$ cat config.mk
export PLATFORM = sky130hd
export DESIGN_NAME = irq_tree_top
export DESIGN_NICKNAME = d
export VERILOG_FILES = /design/src/rtl/irq_tree_pkg.sv /design/src/rtl/irq_status_bank.sv /design/src/rtl/irq_read_port.sv /design/src/rtl/irq_tree_top.sv
export SDC_FILE = /design/constraint.sdc
export NUM_CORES = 1
export LEC_CHECK = 0
export BUFFER_PORTS_ARGS = -buffer_cell sky130_fd_sc_hd__buf_2
export CAP_MARGIN = 20
export CORE_UTILIZATION = 47
export DETAILED_ROUTE_END_ITERATION = 12
export HOLD_SLACK_MARGIN = 0.12
export PLACE_DENSITY = 0.9
export SLEW_MARGIN = 10
export SYNTH_ARGS = -nofsm -noshare
export SYNTH_HDL_FRONTEND = slang
export SYNTH_SLANG_ARGS = --single-unit
export TNS_END_PERCENT = 30
$ cat constraint.sdc
create_clock -name clk -period 2.3 [get_ports clk]
set_clock_uncertainty 0.05 [all_clocks]
set_input_delay 0.23 -clock clk [delete_from_list [all_inputs] [get_ports clk]]
set_output_delay 0.23 -clock clk [all_outputs]
set_load 0.005 [all_outputs]
$ cat src/rtl/irq_tree_pkg.sv
package irq_tree_pkg;

  localparam int REG_W = 16;

  localparam logic [15:0] ADR_TOP_VIEW = 16'h0000;
  localparam logic [15:0] ADR_TOP_TAKE = 16'h0002;
  localparam logic [15:0] ADR_SUB_VIEW = 16'h0010;
  localparam logic [15:0] ADR_SUB_TAKE = 16'h0012;

  typedef enum logic [2:0] {
    SEL_NONE,
    SEL_TOP_VIEW,
    SEL_TOP_TAKE,
    SEL_SUB_VIEW,
    SEL_SUB_TAKE
  } sel_e;

  // Map a zero-extended bus address onto a register selection.
  function automatic sel_e decode_sel(input logic [15:0] a);
    case (a)
      ADR_TOP_VIEW: return SEL_TOP_VIEW;
      ADR_TOP_TAKE: return SEL_TOP_TAKE;
      ADR_SUB_VIEW: return SEL_SUB_VIEW;
      ADR_SUB_TAKE: return SEL_SUB_TAKE;
      default:      return SEL_NONE;
    endcase
  endfunction

  // Top word: bit 0 is the audio summary, generic causes sit above it.
  function automatic logic [REG_W-1:0] compose_top(input logic any_audio,
                                                   input logic [REG_W-2:0] gen_ext);
    return {gen_ext, any_audio};
  endfunction

  // Sticky update: a clear wipes the old bits, new events always land.
  function automatic logic [REG_W-1:0] sticky_next(input logic [REG_W-1:0] cur,
                                                   input logic [REG_W-1:0] evt,
                                                   input logic clr);
    return (clr ? '0 : cur) | evt;
  endfunction

endpackage

$ cat src/rtl/irq_status_bank.sv
module irq_status_bank
  import irq_tree_pkg::*;
#(
  parameter int W = 8
) (
  input  logic         clk,
  input  logic         rst_n,
  input  logic [W-1:0] evt_i,
  input  logic         clr_i,
  output logic [W-1:0] bits_o
);

  logic [W-1:0] bits_q;
  logic [W-1:0] bits_d;
  logic [REG_W-1:0] next_wide;

  assign next_wide = sticky_next(REG_W'(bits_q), REG_W'(evt_i), clr_i);
  assign bits_d    = next_wide[W-1:0];

  always_ff @(posedge clk or negedge rst_n) begin
    if (!rst_n) bits_q <= '0;
    else        bits_q <= bits_d;
  end

  assign bits_o = bits_q;


  sticky_hold_chk: assert property (@(posedge clk) disable iff (!rst_n)
    !clr_i |=> ((bits_q & $past(bits_q)) == $past(bits_q)));


  evt_kept_on_clr_chk: assert property (@(posedge clk) disable iff (!rst_n)
    clr_i |=> ((bits_q & $past(evt_i)) == $past(evt_i)));


  clr_wipes_chk: assert property (@(posedge clk) disable iff (!rst_n)
    clr_i |=> ((bits_q & ~$past(evt_i)) == '0));

endmodule

$ cat src/rtl/irq_read_port.sv
module irq_read_port
  import irq_tree_pkg::*;
#(
  parameter int ADDR_W = 8
) (
  input  logic              clk,
  input  logic              rst_n,
  input  logic              rd_en_i,
  input  logic [ADDR_W-1:0] addr_i,
  input  logic [REG_W-1:0]  top_word_i,
  input  logic [REG_W-1:0]  sub_word_i,
  output logic [REG_W-1:0]  rd_data_o,
  output logic              clr_top_o,
  output logic              clr_sub_o
);

  sel_e             sel;
  logic [REG_W-1:0] rd_mux;
  logic [REG_W-1:0] rd_q;

  assign sel = rd_en_i ? decode_sel(16'(addr_i)) : SEL_NONE;

  always_comb begin
    case (sel)
      SEL_TOP_VIEW, SEL_TOP_TAKE: rd_mux = top_word_i;
      SEL_SUB_VIEW, SEL_SUB_TAKE: rd_mux = sub_word_i;
      default:                    rd_mux = '0;
    endcase
  end

  assign clr_top_o = (sel == SEL_TOP_TAKE);
  assign clr_sub_o = (sel == SEL_SUB_TAKE);

  always_ff @(posedge clk or negedge rst_n) begin
    if (!rst_n) rd_q <= '0;
    else        rd_q <= rd_mux;
  end

  assign rd_data_o = rd_q;


  idle_data_zero_chk: assert property (@(posedge clk) disable iff (!rst_n)
    !rd_en_i |=> (rd_data_o == '0));

endmodule

$ cat src/rtl/irq_tree_top.sv
module irq_tree_top
  import irq_tree_pkg::*;
#(
  parameter int N_AUDIO = 8,
  parameter int N_GEN   = 3,
  parameter int ADDR_W  = 8
) (
  input  logic               clk,
  input  logic               rst_n,
  input  logic [N_AUDIO-1:0] aud_evt_i,
  input  logic [N_GEN-1:0]   gen_evt_i,
  input  logic               rd_en_i,
  input  logic [ADDR_W-1:0]  rd_addr_i,
  output logic [15:0]        rd_data_o,
  output logic               smi_n_o
);

  logic [N_AUDIO-1:0] aud_bits;
  logic [N_GEN-1:0]   gen_bits;
  logic               clr_top;
  logic               clr_sub;
  logic               any_audio;
  logic [REG_W-1:0]   top_word;
  logic [REG_W-1:0]   sub_word;

  irq_status_bank #(.W(N_AUDIO)) i_sub_bank (
    .clk    (clk),
    .rst_n  (rst_n),
    .evt_i  (aud_evt_i),
    .clr_i  (clr_sub),
    .bits_o (aud_bits)
  );

  irq_status_bank #(.W(N_GEN)) i_gen_bank (
    .clk    (clk),
    .rst_n  (rst_n),
    .evt_i  (gen_evt_i),
    .clr_i  (clr_top),
    .bits_o (gen_bits)
  );

  assign any_audio = |aud_bits;
  assign top_word  = compose_top(any_audio, (REG_W-1)'(gen_bits));
  assign sub_word  = REG_W'(aud_bits);

  irq_read_port #(.ADDR_W(ADDR_W)) i_read_port (
    .clk        (clk),
    .rst_n      (rst_n),
    .rd_en_i    (rd_en_i),
    .addr_i     (rd_addr_i),
    .top_word_i (top_word),
    .sub_word_i (sub_word),
    .rd_data_o  (rd_data_o),
    .clr_top_o  (clr_top),
    .clr_sub_o  (clr_sub)
  );

  assign smi_n_o = ~|top_word;


  smi_idle_chk: assert property (@(posedge clk) disable iff (!rst_n)
    smi_n_o |-> (aud_bits == '0 && gen_bits == '0));


  summary_kept_chk: assert property (@(posedge clk) disable iff (!rst_n)
    (clr_top && !clr_sub && aud_bits != '0) |=> !smi_n_o);

endmodule

==> summary.md <==
| Metric | Value |
|---|---|
| Status | `finished, violations left` |
| Die Width | `43.4 um` |
| Antenna viol nets, final | `0` |
| Vias in the first global route | `576` |
| Clk Latency, worst-skew pair | `a little under 0.3 ns` |
| Crit path launch | `i_sub_bank.bits_o[2]` |
| # port buffers | `30` |
| Core Area | `1560 um2` |
| CP Class | `reg2out` |
| Initial antenna violation count | `0` |
| CP required | `2.02 ns` |
| Critical Path Fanout Max | `3` |
| Adder-cell share of the synthesized area | `0%` |
| Resized cells post-CTS | `0` |
| GRT Total Usage | `18.4%` |
| Type of the worst min-delay path | `in2reg` |
| Worst Setup Start Kind | `flip-flop` |
| Clk sinks | `19` |
| CTS H-Tree Depth | `1` |
| Largest family of logic cells by synthesized area | `simple AND/OR/NAND/NOR gates` |
| Number of remaining DRC errors | `7` |
| Drt pass-1 iters | `7` |
| Root Driver | `clkbuf_4` |
| Max Cap Viol | `0` |
| CTS Buffer Depth | `2` |
| Share of layout cells above drive strength 1 | `34.0%` |
| Mux contribution to synthesized area | `3.73%` |
| Arr. time, crit path | `1.44 ns` |
| VDD IR max | `0.349 mV` |
| Ports | `39` |
| Combinational Power Share | `10.0%` |
| Simple-Gate Fraction of Synth Area | `between 10% and 20%` |
| CTS tree | `built` |
| Power Total | `0.000547 W` |
| Vias per cell | `around 5` |
| Post-synthesis sequential area ratio | `approximately three fifths` |
| Post-route minimum period | `1.72 ns` |
| Unique masters post-synth | `17` |
| Starting density of the core | `51.7%` |
| PwrDens | `505 nW/um2` |
| Syn Area/Cell | `13.0 um2` |
| Layout Nets | `129` |
| TritonCTS Buffers | `3` |
| Clock power frac | `28.7%` |
| Final setup fails | `0` |
| XOR/XNOR Fraction of Synth Area | `0%` |
| Cells after Synth | `62` |
| Largest net degree at the start of global routing | `20` |
| #FFs+latches synth | `19` |
| RSZ-0062 raised after global routing | `false` |
| Area growth syn-to-layout | `34.5%` |
| DR vias | `between 600 and 700` |
| Synth Cell Area | `806 um2` |
| Cells on worst reg2reg path | `3` |
| Die height | `between 40 and 50 um` |
| Worst-path clk slew | `0.09 ns` |
| Seq pwr share | `61.3%` |
| Fin Setup TNS | `0 ns` |
| Switching Fraction | `between 20% and 30%` |
| Dpl hpwl | `1.10 mm` |
| Switching power total | `roughly 0.00011 W` |
| Iter 0 DRT Violations | `13` |
| Internal | `0.000433 W` |
| Diodes inserted | `0` |
| Final wirelength | `1.49 mm` |
| Final Hold Violating Endpoints | `0` |
| Final period util | `74.7%` |
| Ys Warns | `0` |
| Row cnt | `14` |
| Synth Area in Compound Gates | `11.5%` |
| Hold path depth | `4` |
| Violated checks | `DRC` |
| P_leak | `0.533 nW` |
| Die Area | `approximately 1900 um2` |
| Capturing element type of the critical path | `output pin` |
| Final slew viol count | `0` |
| Hold path start | `rd_addr_i[2]` |
| FF-to-FF Start | `i_sub_bank.bits_o[2]` |
| First-pass GRT wire length | `around 2.5 mm` |
| Routed len/inst | `about 12 um` |
| FMAX | `0.582 GHz` |
| GRT overflow | `0` |
| Gpl congestion | `0.705` |
==> registers in the layout, indices dropped and copies added (netlist names) <==
register	count
i_sub_bank.bits_o	8
i_read_port.rd_data_o	8
i_gen_bank.bits_o	3
==> critical path, cell delays in order (launching register included) <==
cell and delay (ns):
dfrtp_1 0.41, nor4_1 0.31, nand2_1 0.12, nor4_1 0.16, buf_2 0.15
==> cells by family after synthesis <==
logic type,Yosys count
flip-flops,19
AND/OR/NAND/NOR,18
AO/OA/AOI/OAI,12
buffers and inverters,9
multiplexers,3
other,1
==> cell usage in the layout (no fill, tap or decap) <==
cell,n
clkbuf_4,3
dlygate4sd3_1,12
nor4b_4,1
buf_2,30
and3_1,4
nor3_2,1
mux2i_1,3
nand2_1,2
nand4b_1,1
conb_1,8
and2_1,1
clkbuf_1,1
a21o_1,11
nor4_1,3
nand4_4,1
dfrtp_1,19
nor2_1,3
o211a_1,1
nand2b_1,1
==> synthesized netlist by cell type <==
master	number	area (um2)
nand2b_1	1	6.26
a21o_1	11	82.6
nand4_4	1	21.3
and3_1	4	25.0
nor4b_4	1	23.8
conb_1	1	3.75
nand4b_1	1	8.76
nor3_2	1	10.0
nor4_1	3	18.8
o211a_1	1	10.0
dfrtp_1	19	475
buf_2	1	5.00
mux2i_1	3	30.0
buf_4	8	60.1
and2_1	1	6.26
nand2_1	2	7.51
nor2_1	3	11.3
==> power by group through the flow <==
stage	logic (W)	clock network [W]	registers, W
after floorplan	0.0000212	0	0.000342
after global placement	0.0000383	0	0.000342
after detailed placement	0.0000394	0	0.000342
after CTS	0.0000548	0.000163	0.000335
after global routing	0.0000607	0.000183	0.000336
final	0.0000548	0.000157	0.000335
==> final cells by class <==
cell class                      count  area, um2
Fill cell                         114        475
Sequential cell                    19        475
Clock buffer                        4       26.3
Tap cell                           16       20.0
Multi-Input combinational cell     41        292
Timing Repair Buffer               42        270
==> metrics by stage <==
step	worst slack (ns)	cells	area (um2)	hold slack (ns)	util [%]
2_1_floorplan	1.09	69	832	-0.116	-
3_3_place_gp	0.936	106	937	0.121	60.1
3_5_place_dp	0.907	106	937	0.130	60.1
4_1_cts	0.570	122	1080	0.213	69.5
5_1_grt	0.399	122	1080	0.226	69.5
6_report	0.582	122	1080	0.217	69.5
==> layer usage <==
layer	routed length [um]	global-route usage, %	up-vias
met3	80	7.50	2
met1	604	20.9	292
li1	-	-	292
met4	9	3.75	0
met2	794	32.7	20
met5	0	0	-
==> repair_timing <==
action,4_1_cts,5_1_grt
hold buffers,12,0
endpoints found under the hold margin,30,0
endpoints found under the setup margin,0,0
buffers inserted,0,0
==> path summary, 6_finish.rpt <==
check,slack [ns],endpoint
max in group asynchronous,1.57,i_sub_bank.bits_o[7]
hold / removal,0.22,i_read_port.rd_data_o[2]
min in group asynchronous,0.34,i_read_port.rd_data_o[3]
hold reg to reg,0.46,i_sub_bank.bits_o[7]
setup reg to reg,1.09,i_read_port.rd_data_o[0]
setup / recovery,0.58,smi_n_o
(Power assumes the default switching activity.)
